`src/rtl/tx_cmpl_irq.sv`:
```
module tx_cmpl_irq #(
  parameter int DEPTH = 4,
  parameter int PW    = 6
) (
  input  logic          clk,
  input  logic          rst_n,
  input  logic          done_vld,
  input  logic [PW-1:0] done_pkt,
  input  logic          auto_rel,
  input  logic          tx_enq,
  input  logic [7:0]    st_set,
  input  logic          wr_en,
  input  logic [1:0]    wr_sel,
  input  logic [7:0]    wr_data,
  output logic [7:0]    cq_head,
  output logic [7:0]    status,
  output logic          irq,
  output logic          rel_req,
  output logic [PW-1:0] rel_pkt,
  output logic          rx_clr,
  output logic          alloc_clr
);
  localparam int CW = $clog2(DEPTH + 1);
  localparam logic [CW-1:0] FULL = CW'(DEPTH);
  localparam logic [7:0] ACK_OK = 8'hD6;
  localparam logic [7:0] EMPTY_MARK = 8'h80;

  logic [PW-1:0] q [DEPTH];
  logic [PW-1:0] q_n [DEPTH];
  logic [CW-1:0] cnt, cnt_n, pend, pend_n;
  logic [7:0]    mask, st_n;

  wire [2:0] cmd   = wr_data[7:5];
  wire is_ack      = wr_en && wr_sel == 2'd0;
  wire is_cmd      = wr_en && wr_sel == 2'd2;
  wire pop         = is_ack && wr_data[1];
  wire push        = done_vld && !auto_rel;
  wire mmu_rst     = is_cmd && cmd == 3'd2;
  wire txq_clr     = mmu_rst || (is_cmd && cmd == 3'd7);

  assign rel_req   = done_vld && auto_rel;
  assign rel_pkt   = done_pkt;
  assign rx_clr    = mmu_rst;
  assign alloc_clr = mmu_rst;
  assign cq_head   = (cnt == '0) ? EMPTY_MARK : {{(8-PW){1'b0}}, q[0]};
  assign irq       = |(status & mask);

  always_comb begin
    cnt_n = cnt;
    for (int i = 0; i < DEPTH; i++) q_n[i] = q[i];
    if (pop && cnt != '0) begin
      for (int i = 0; i < DEPTH - 1; i++) q_n[i] = q[i+1];
      cnt_n = cnt - 1'b1;
    end
    if (push && cnt_n < FULL) begin
      for (int i = 0; i < DEPTH; i++)
        if (CW'(i) == cnt_n) q_n[i] = done_pkt;
      cnt_n = cnt_n + 1'b1;
    end
    if (txq_clr) cnt_n = '0;
  end

  always_comb begin
    pend_n = pend;
    if (tx_enq && !(done_vld && pend != '0) && pend < FULL) pend_n = pend + 1'b1;
    else if (!tx_enq && done_vld && pend != '0)           pend_n = pend - 1'b1;
    if (txq_clr) pend_n = '0;
  end

  always_comb begin
    st_n = status | st_set;
    if (is_ack) st_n = st_n & ~(wr_data & ACK_OK);
    if (cnt_n != '0) st_n[1] = 1'b1;
    if (pend_n == '0) st_n[2] = 1'b1;
  end

  always_ff @(posedge clk) begin
    if (!rst_n) begin
      cnt    <= '0;
      pend   <= '0;
      status <= 8'h04;
      mask   <= '0;
      for (int i = 0; i < DEPTH; i++) q[i] <= '0;
    end else begin
      cnt    <= cnt_n;
      pend   <= pend_n;
      status <= st_n;
      if (wr_en && wr_sel == 2'd1) mask <= wr_data;
      for (int i = 0; i < DEPTH; i++) q[i] <= q_n[i];
    end
  end

  p_push_r1: assert property (@(posedge clk) disable iff (!rst_n)
    (push && !pop && !txq_clr && cnt < FULL) |=> cnt == $past(cnt) + 1'b1);
  p_no_overflow_r2: assert property (@(posedge clk) disable iff (!rst_n)
    (push && !pop && !txq_clr && cnt == FULL) |=> (cnt == FULL && $stable(cq_head)));
  p_rel_noq_r3: assert property (@(posedge clk) disable iff (!rst_n)
    (rel_req && !pop && !txq_clr) |=> $stable(cnt));
  p_head_hold_r4: assert property (@(posedge clk) disable iff (!rst_n)
    (!push && !pop && !txq_clr) |=> $stable(cq_head));
  p_pop_r6: assert property (@(posedge clk) disable iff (!rst_n)
    (pop && !push && !txq_clr && cnt != '0) |=> cnt == $past(cnt) - 1'b1);
  p_txbit_r7: assert property (@(posedge clk) disable iff (!rst_n)
    (cnt != '0) |-> status[1]);
  p_txempty_r8: assert property (@(posedge clk) disable iff (!rst_n)
    (pend == '0) |-> status[2]);
  p_clear_r10: assert property (@(posedge clk) disable iff (!rst_n)
    txq_clr |=> (cnt == '0 && cq_head == EMPTY_MARK));
endmodule

```
`config.mk`:
```
export PLATFORM = sky130hd
export DESIGN_NAME = tx_cmpl_irq
export DESIGN_NICKNAME = d
export VERILOG_FILES = /design/src/rtl/tx_cmpl_irq.sv
export SDC_FILE = /design/constraint.sdc
export NUM_CORES = 1
export LEC_CHECK = 0
export ABC_AREA = 1
export BUFFER_PORTS_ARGS = -buffer_cell sky130_fd_sc_hd__buf_4
export CORE_MARGIN = 2
export CORE_UTILIZATION = 28
export CTS_BUF_LIST = sky130_fd_sc_hd__clkbuf_4 sky130_fd_sc_hd__clkbuf_8 sky130_fd_sc_hd__clkbuf_16
export DETAILED_ROUTE_END_ITERATION = 10
export PLACE_DENSITY_LB_ADDON = 0.15
export SLEW_MARGIN = 0
export SYNTH_ARGS = -nofsm -noshare
export SYNTH_HDL_FRONTEND = slang
export SYNTH_SLANG_ARGS = --single-unit
```
`constraint.sdc`:
```
create_clock -name clk -period 2.56 [get_ports clk]
set_input_delay 0.128 -clock clk [delete_from_list [all_inputs] [get_ports clk]]
set_output_delay 0.128 -clock clk [all_outputs]
set_load 0.01 [all_outputs]
```
==> impl_results.md <==
- Status: complete, no violations
- Synth Area per Inst: a little under 7 µm²
- Vias in the first global route: slightly above 2000
- Worst Path Required: 2.74 ns
- Die ar.: around 9500 µm²
- Seq cells post-synth: 46
- Leakage: between 1 and 1.5 nW
- WL per Instance: roughly 11 µm
- Vias per Instance: 4.37
- Final Cell Area: just under 3000 µm²
- CP Cell Sequence: inv_1, ha_1, nand2_1, nand4_4, o21ai_2, inv_1, ha_1, ha_1, inv_1, nand2_1, nand2_1, nand2_1, nand2_1, nand2_1, nand3_1
- Die X: 97.3 µm
- Total core area: around 8600 µm²
- CTS tree: built
- Kind of critical path: reg -> reg
- Post-CTS Setup Bufs: 0
- CP delay by family, top: adder cells
- Worst setup EP type: flop
- DR vias: ~2200
- Total wire length: between 5 and 6 mm
- Ant. Diodes: 0
- CTS Sinks: 46
- Clk pin slew, worst setup/hold paths: approximately 0.08 ns
- Most frequent cells in the layout: nand2_1 (73), inv_1 (58), buf_4 (56)
- Sequential Power Share: between 50% and 60%
- CP most frequent cell: nand2_1
- Post-Syn Nets: 394
- Die Y: roughly 100 µm
- Cell Rows: 34
- CP Launch Type: flop
- CTS buffer count: 5
- HP Class: in -> reg
- Final HPWL from detailed placement: 4.20 mm
- First-pass GRT wire length: 9.60 mm
- CP Max Fanout: 5
- Post-CTS Resized: 0
- RSZ-0062 raised after global routing: no
- PD cells: between 500 and 600 nW/µm²
- Grt ovf: 0
- Setup tns final: 0 ns
- Worst path arrival time: between 2 and 2.5 ns
- Worst skew pair latency: 0.29 ns
- Distinct cells, synth: 29
- YS warnings: 0
- Cell area after placement: about 2900 µm²
- Total GRT Usage: about an eighth
- DRT iter0 DRCs: 53
- Net Sw Frac: a little under a third
- Boundary Pins: 56
- Slowest-stage cell, CP: dfxtp_1
- Sequential-to-total area share from yosys stat: between 30% and 40%
- Largest net degree at the start of global routing: 39
- Port-buffer cells: between 50 and 60
- Setup-failing EPs final: 0
- Final Hold Fails: 0
- Drt drc: 0
- Int Power: 1.10 mW
- Worst stage delay on the critical path: between 0.3 and 0.4 ns
- Longest Clk Path Bufs: 2
- Max Freq: between 400 and 500 MHz
- Syn Std Cell Area: 2440 µm²
- Number of max-cap violations: 0
- Post-CTS Hold Buffers: 0
- Layout cell share with drive strength beyond 1: 19.5%
- Post-place setup slack: 0.386 ns
- Switching pwr: approximately 0.48 mW
- Final worst-path setup slack: 0.382 ns
- Combinational Power Share: a little under a quarter
- Commonest non-fill, non-tap cell in the layout: nand2_1
- Routed Antenna Nets: 0
- Gpl congestion: 0.739
- Rel. slew slack: between 60% and 70%
- Synthesized instance count: around 360
- Area Growth Syn to Fin: 21.6%
- Clock share of power: 26.9%
- Count of final max-slew check failures: 0
- Depth of the CTS H-tree: 2
- Setup Skew: just under 0.01 ns
- Initial antenna violation count: 0
- Fin crit share: a little under nine tenths
- Critical path buffer and inverter count: 3
- CTS root buf: clkbuf_8
- Drt first pass iters: 4
- Initial Util: about 28%
- Min Clock Period, post-route: about 2.2 ns
- Worst Tran Pin Value: around 0.54 ns
- Max VDD drop: 0.000243 V
- Hold slack: between 0.03 and 0.04 ns
- Fin nets: 439
-- flip-flops by register name, indices dropped and copies added, names as in the netlist --
register / cells
cnt: 3
mask: 8
pend: 3
q: 24
status: 8
-- metrics by stage --
stage | utilization, % | cells | power (mW)
floorplan | - | 355 | 1.04
global placement | 33.5 | 501 | 1.17
detailed placement | 33.5 | 501 | 1.18
CTS | 34.5 | 508 | 1.61
global route | 34.5 | 508 | 1.69
finish | 34.5 | 508 | 1.58
-- final cells by class --
type                    instances  area, µm²
clock inverters                 2       10.0
well taps                     108        135
clock buffers                   5       68.8
flip-flops and latches         46        921
inverters                      58        218
repair buffers                 56        420
fillers                       992       5630
multi-input cells             233       1190
-- power groups by stage --
| stage | combinational [mW] | clock [mW] | sequential (mW) |
|---|---|---|---|
| 2_1_floorplan | 0.238 | 0 | 0.804 |
| 3_3_place_gp | 0.366 | 0 | 0.806 |
| 3_5_place_dp | 0.370 | 0 | 0.806 |
| 4_1_cts | 0.371 | 0.444 | 0.790 |
| 5_1_grt | 0.418 | 0.476 | 0.796 |
| 6_report | 0.363 | 0.423 | 0.789 |
-- cells in the mapped netlist (all sizes together) --
library cell / number / area (µm²)
a21boi: 1 / 7.51
conb: 1 / 3.75
dfxtp: 46 / 921
nand4: 6 / 73.8
o21ai: 18 / 93.8
a21o: 1 / 7.51
clkbuf: 5 / 18.8
a22o: 1 / 8.76
or2: 2 / 12.5
and2: 1 / 6.26
nand3: 13 / 80.1
o211ai: 5 / 37.5
ha: 9 / 113
nor2: 53 / 216
inv: 58 / 218
a21oi: 46 / 230
nand2: 76 / 298
buf: 13 / 90.1
-- worst min-delay path, cell delays in order --
cell and delay, ns:
buf_4 0.08, nor2_1 0.03, nor2_1 0.06
-- routing by layer --
layer | vias up | share of wire (%) | global-route usage [%]
met1 | 987 | 48 | 16.0
met5 | - | 0 | 0
met4 | 0 | 0.34 | 2.24
met2 | 47 | 47 | 20.6
met3 | 2 | 4.9 | 3.09
li1 | 1186 | - | -
-- cell families (layout without fill, tap and decap cells) --
family,after synthesis,in the layout,synth area share (%)
buffers and inverters,76,121,13.4
AOI/OAI and AO/OA,72,72,15.8
DFF,46,46,37.8
other,1,1,0.154
and+or+nand+nor,151,151,28.2
adders and majority gates,9,9,4.62
-- path summary, 6_finish.rpt --
path | from | endpoint | slack [ns] | cells after the start
min reg2reg | mask[4] | mask[4] | 0.45 | 2
min | st_set[3] | status[3] | 0.04 | 3
max reg2reg | cnt[0] | status[1] | 0.38 | 15
max | cnt[0] | status[1] | 0.38 | 15
No activity file was read; power rests on OpenSTA's default activity.
